--- config.mk ---
export PLATFORM = sky130hd
export DESIGN_NAME = cpu_bus_front
export DESIGN_NICKNAME = d
export VERILOG_FILES = /design/src/rtl/cpu_bus_front.sv
export SDC_FILE = /design/constraint.sdc
export NUM_CORES = 1
export LEC_CHECK = 0
export ABC_CLOCK_PERIOD_IN_PS = 1400
export CAP_MARGIN = 10
export CORE_MARGIN = 5
export CORE_UTILIZATION = 26
export CTS_CLUSTER_SIZE = 10
export DETAILED_ROUTE_END_ITERATION = 16
export PLACE_DENSITY = 0.83
export REMOVE_ABC_BUFFERS = 1
export SETUP_SLACK_MARGIN = 0.05
export SLEW_MARGIN = 5
export SYNTH_ARGS = -nofsm -noshare
export SYNTH_HDL_FRONTEND = slang
export SYNTH_SLANG_ARGS = --single-unit
--- constraint.sdc ---
create_clock -name clk -period 1.4 [get_ports clk]
set_input_delay 0.21 -clock clk [delete_from_list [all_inputs] [get_ports clk]]
set_output_delay 0.21 -clock clk [all_outputs]
set_load 0.02 [all_outputs]
--- src/rtl/cpu_bus_front.sv ---
module cpu_bus_front #(
  parameter int DW = 8
) (
  input  logic          clk,
  input  logic          rst_n,
  input  logic          ce_n,
  input  logic          iorq_n,
  input  logic          rd_n,
  input  logic          m1_n,
  input  logic          sel_b,
  input  logic          sel_ctl,
  input  logic [DW-1:0] db_in,
  output logic [DW-1:0] db_out,
  output logic          db_oe,
  input  logic [DW-1:0] rd_a,
  input  logic [DW-1:0] rd_b,
  input  logic [DW-1:0] vec_a,
  input  logic [DW-1:0] vec_b,
  input  logic [1:0]    irq_req,
  input  logic          ien_in,
  output logic          ien_out,
  output logic [1:0]    wr_data_stb,
  output logic [1:0]    wr_ctl_stb,
  output logic [DW-1:0] wr_byte,
  output logic          periph_rst
);

  logic          s_ce, s_iorq, s_rd, s_m1, s_selb, s_ctl;
  logic [DW-1:0] s_d;
  logic          wr_seen;
  logic [1:0]    irq_q;

  always_ff @(posedge clk or negedge rst_n) begin
    if (!rst_n) begin
      s_ce   <= 1'b1;
      s_iorq <= 1'b1;
      s_rd   <= 1'b1;
      s_m1   <= 1'b1;
      s_selb <= 1'b0;
      s_ctl  <= 1'b0;
      s_d    <= '0;
    end else begin
      s_ce   <= ce_n;
      s_iorq <= iorq_n;
      s_rd   <= rd_n;
      s_m1   <= m1_n;
      s_selb <= sel_b;
      s_ctl  <= sel_ctl;
      s_d    <= db_in;
    end
  end

  logic rd_cyc, wr_cyc, ack_cyc, rst_cyc, wr_go;
  assign rd_cyc  = !s_ce && !s_iorq && !s_rd && s_m1;
  assign wr_cyc  = !s_ce && !s_iorq && s_rd && s_m1;
  assign ack_cyc = !s_m1 && !s_iorq;
  assign rst_cyc = !s_m1 && s_rd && s_iorq;

  always_ff @(posedge clk or negedge rst_n) begin
    if (!rst_n) wr_seen <= 1'b0;
    else        wr_seen <= wr_cyc;
  end

  assign wr_go = wr_cyc && !wr_seen;

  logic [1:0] port_sel;
  assign port_sel    = s_selb ? 2'b10 : 2'b01;
  assign wr_data_stb = (wr_go && !s_ctl) ? port_sel : 2'b00;
  assign wr_ctl_stb  = (wr_go &&  s_ctl) ? port_sel : 2'b00;
  assign wr_byte     = s_d;
  assign periph_rst  = rst_cyc;

  always_ff @(posedge clk or negedge rst_n) begin
    if (!rst_n)       irq_q <= 2'b00;
    else if (rst_cyc) irq_q <= 2'b00;
    else if (s_m1)    irq_q <= irq_req;
  end

  logic [1:0] pend;
  logic       gnt_a, gnt_b;
  assign pend    = rst_cyc ? 2'b00 : irq_q;
  assign gnt_a   = ien_in && pend[0];
  assign gnt_b   = ien_in && pend[1] && !pend[0];
  assign ien_out = ien_in && (pend == 2'b00);

  always_comb begin
    db_oe  = 1'b0;
    db_out = '0;
    if (ack_cyc) begin
      db_oe  = gnt_a || gnt_b;
      db_out = gnt_a ? vec_a : (gnt_b ? vec_b : '0);
    end else if (rd_cyc) begin
      db_oe  = 1'b1;
      db_out = s_selb ? rd_b : rd_a;
    end
  end

endmodule

# --- After elaboration in Yosys (flattened, before gate mapping) ---
# Cells that the tools add are included.
word_totals:
  register_bits: 17
  output_inout_bits: 23
  wordCells: 47
  input_bits: 51
op_classes:
  n_mux: 13
  reduce_logical: 25
ops:
  columns: ["op", "n"]
  rows:
  - ["$mux W8", 5]
  - ["$logic_and A1 B1 Y1", 15]
  - ["$mux W2", 6]
  - ["$logic_not A1 Y1", 7]
  - ["$logic_not A2 Y1", 1]
  - ["$mux W1", 2]
  - ["$reduce_bool A2 Y1", 1]
  - ["$logic_or A1 B1 Y1", 1]

# --- Longest topological paths before layout ---
depth:
  word_depth: 9
  mapped_depth: 4

# --- Worst setup path after synthesis ---
# OpenSTA, ideal clock, no wires.
synth_path:
  path_type: "register to output"
  from: "reg s_m1"
  to: "out wr_ctl_stb[0]"
  t_arrival_ns: 1.534
  slack_ns: -0.344
  required_ns: 1.190
  stages_incl_launch_ff: 4
  path_cell_list: "dfstp_2 > nand3b_1 > or3_1 > nor3b_1"
synth_between:
  elab_chain_cells: 4
synth_lines:
  columns: ["element", "line_no", "text"]
  rows:
  - ["start: declaration", "28", "logic s_ce, s_iorq, s_rd, s_m1, s_selb, s_ctl;"]
  - ["start signal: assignment", "46", "s_m1 <= m1_n;"]
  - ["$logic_and A1 B1 Y1", "55", "assign wr_cyc = !s_ce && !s_iorq && s_rd && s_m1;"]
  - ["$logic_and A1 B1 Y1", "64", "assign wr_go = wr_cyc && !wr_seen;"]
  - ["$logic_and A1 B1 Y1", "69", "assign wr_ctl_stb = (wr_go && s_ctl) ? port_sel : 2'b00;"]
  - ["$mux W2", "69", null]
  - ["end: declaration", "23", "output logic [1:0] wr_ctl_stb,"]
# Every way passes these cells.

# --- Final worst setup path ---
layout_path:
  from: "reg s_m1"
  to: "out db_out[3]"
layout_between:
  elab_chain_cells: 9
  elab_cells_between_ends: 14
layout_lines:
  columns: ["element", "line_no", "text"]
  rows:
  - ["$logic_not A1 Y1", "56, 57", null]
  - ["$logic_and A1 B1 Y1 (2 in series)", "57", "assign rst_cyc = !s_m1 && s_rd && s_iorq;"]
  - ["$mux W2", "81", "assign pend = rst_cyc ? 2'b00 : irq_q;"]
  - ["$logic_and A1 B1 Y1 or $logic_not A1 Y1 (tied branches)", "83", "assign gnt_b = ien_in && pend[1] && !pend[0];"]
  - ["$logic_and A1 B1 Y1", "83", null]
  - ["$mux W8 (2 in series)", "91", "db_out = gnt_a ? vec_a : (gnt_b ? vec_b : '0);"]
  - ["$mux W8 *", "89", "if (ack_cyc) begin"]
  - ["end: declaration", "13", "output logic [DW-1:0] db_out,"]
# Every way passes the cells marked *; elsewhere a longest branch is shown, timed or not.

==> results.md <==
* Critical path fanouts, max at 5
* Period minus WS final at 1.93 ns
* Vias per cell at between 4 and 5
* Post-route clock period utilization at 138%
* Via count at 890
* CTS Sinks at 17
* Asr flop ratio synth at 100%
* Synthesized area per cell at 11.6 um2
* Seq pwr share at 45.4%
* CTS tree: done
* Synth Area in Adders at 0%
* Pre-CTS setup slack at -0.688 ns
* Nets at 206
* Max Cap Viol at 0
* Total grt overflow at 0
* DRC viols at 0
* Synthesized cell area at 774 um2
* Pleak at 0.000759 uW
* Int Pwr at 873 uW
* CTS buffer count at 3
* Crit-path max cell delay at 0.54 ns
* Fmax at roughly 520 MHz
* Status: complete, but fails checks
* # diodes at 0
* Layout area overhead at 129%
* Synth top area share at 42.0%
* Initial antenna violation count at 0
* Layout cells sized above 1 at between 30% and 40%
* Slew HR at 75.4%
* Effective utilization at floorplan at 27.6%
* Switching part of the total at 26.1%
* Peak VDD IR at 629 uV
* RSZ-0062 raised after global routing: true
* Clock root buffer: clkbuf_4
* Synthesized instance count at 67
* Synth area leaders: dfrtp_1, dfstp_2, mux2i_1, a22oi_1, o22ai_1
* IO Port Bufs at 73
* Setup TNS at -6.74 ns
* Post-synth top cells: dfrtp_1, a22oi_1, mux2i_1, o22ai_1, nand2_1
* Failing checks: negative setup slack
* Worst-path clk slew at 0.09 ns
* Worst skew pair latency at 0.27 ns
* Core area at about 2800 um2
* H-Tree Level Count at 1
* Seq/Total Area, Yosys at 55.6%
* Yosys warnings at 0
* Largest delay contributor family on the critical path: flip-flops
* HP Class: primary input to asynchronous set/reset pin
* Complex-gate fraction of the synthesized area at approximately 18%
* WP data required at ~1.2 ns
* Cell taking the most area after synthesis: dfrtp_1
* Post-synthesis simple-gate area fraction at about an eighth
* Power Density at 665 nW/um2
* Number of top-level pins at 74
* Total wire length at 2.94 mm
* Clock skew at 0.00345 ns
* Top FF cell, synth: dfrtp_1
* First-pass GRT wire length at 4.76 mm
* Worst Path Buf+Inv at 2
* Setup Viol. Count Final at 15
* Largest net degree at the start of global routing at 18
* ANT nets after route at 0
* Vias in the first global route at between 1000 and 1500
* Wire per inst at 15.9 um
* Num rows at 19
* EDFF count, synth at 0
* Die Y at 64.6 um
* # hold bufs at CTS at 0
* Clock power frac at roughly 21%
* Count leader, synth: dfrtp_1
* Final hold vios at 0
* XOR/XNOR share of the synthesized area at 0%
* Setup CP Type: register to output port
* Combinational fraction of design power at between 30% and 40%
* Main combinational cell family by area after synthesis: compound AO/OA/AOI/OAI gates
* Synth Register Bits at 17
* Mux contribution to synthesized area at 10.3%
* CP arrival at 1.72 ns
* Die area at 4170 um2
* Crit-path cells: or4b_4 > buf_8 > o22ai_2 > buf_6
* CP endpoint kind: output port
* Yosys cell types at 21
* RePlAce Congestion at 0.706
* Worst setup SP type: register
* Bufs on Longest Clock Path at 2
* Slowest CP cell: dfstp_2
* TritonRoute pass-1 iters at 4
* Hpwl dp at 2.33 mm
* Final worst slack at -0.530 ns
* Iter 0 DRT Violations at 67
* Global Route Usage Sum at 14.5%
* Fin. max-slew vios at 0
* Psw at approximately 300 uW
* Die X at 64.6 um
* Worst slew pin tran at 0.368 ns
==> cell families (layout without fill, tap and decap cells) <==
logic type,after synthesis,count (layout)
buffers and inverters,5,92
AO/OA/AOI/OAI,20,20
multiplexers,8,8
AND/OR/NAND/NOR,17,17
flip-flops,17,17
==> routing by layer <==
metal  GRT usage (%)  vias up  wire (um)
met4            1.58        0          0
li1                -      425          -
met5               0        -          0
met3            5.01        0        330
met1            16.3      411       1090
met2            27.1       54       1520
==> flip-flops by register name, summed over array words and instances, names as in the netlist <==
name	flops
s_iorq	1
irq_q	2
s_ce	1
s_m1	1
s_selb	1
wr_seen	1
wr_byte	8
s_rd	1
s_ctl	1
==> cell type report <==
class / count / area [um2]
clock buffer: 4 / 26.3
fill: 232 / 1030
inverter: 1 / 3.75
multi-input combinational: 45 / 415
sequential: 17 / 430
tap: 31 / 38.8
timing repair buffer: 87 / 861
==> metrics by stage <==
stage	cell area (um2)	hold slack (ns)	utilization (%)	total power [uW]	instances
2_1_floorplan	751	-0.0856	-	653	63
3_3_place_gp	1610	0.540	57.3	902	177
3_5_place_dp	1610	0.547	57.3	909	177
4_1_cts	1740	0.235	62.1	1180	185
5_1_grt	1780	0.243	63.3	1260	185
6_report	1780	0.239	63.3	1180	185
==> path summary, 6_finish.rpt <==
path / to / cells past startpoint / slack [ns] / startpoint
max: db_out[3] / 4 / -0.53 / s_m1$_DFF_PN1_
min: wr_byte[2]$_DFF_PN0_ / 2 / 0.24 / rst_n
max reg2reg: irq_q[1]$_DFFE_PN0P_ / 5 / 0.19 / s_m1$_DFF_PN1_
min reg2reg: irq_q[1]$_DFFE_PN0P_ / 3 / 0.68 / irq_q[1]$_DFFE_PN0P_
max in group asynchronous: s_ce$_DFF_PN1_ / 2 / 0.91 / rst_n
min in group clk: s_iorq$_DFF_PN1_ / 1 / 0.33 / iorq_n
==> timing repair <==
action                                  CTS  global route
buffers inserted                          3             1
endpoints found under the setup margin   23            15
pin swaps                                 4             1
cloned                                    1             0
gates resized for setup                 117             8
==> cells in the final DEF, fill, tap and decap left out, drive strengths merged <==
master,count
or3,1
buf,29
clkbuf,4
a22oi,8
o21ai,3
o21a,1
nor3b,2
clkdlybuf4s50,50
nand3b,2
dfrtp,13
dlygate4sd2,8
mux2i,8
and4b,1
nand2,5
dfstp,4
nor3,1
nor2b,1
nor2,3
o22ai,8
inv,1
or4b,1
==> power by group through the flow <==
stage | clock network [uW] | logic, uW | registers (uW)
after global routing | 286 | 430 | 539
after global placement | 0 | 360 | 542
after floorplan | 0 | 85.3 | 568
after CTS | 255 | 392 | 536
final | 244 | 402 | 536
after detailed placement | 0 | 364 | 544
(Power assumes the default switching activity.)
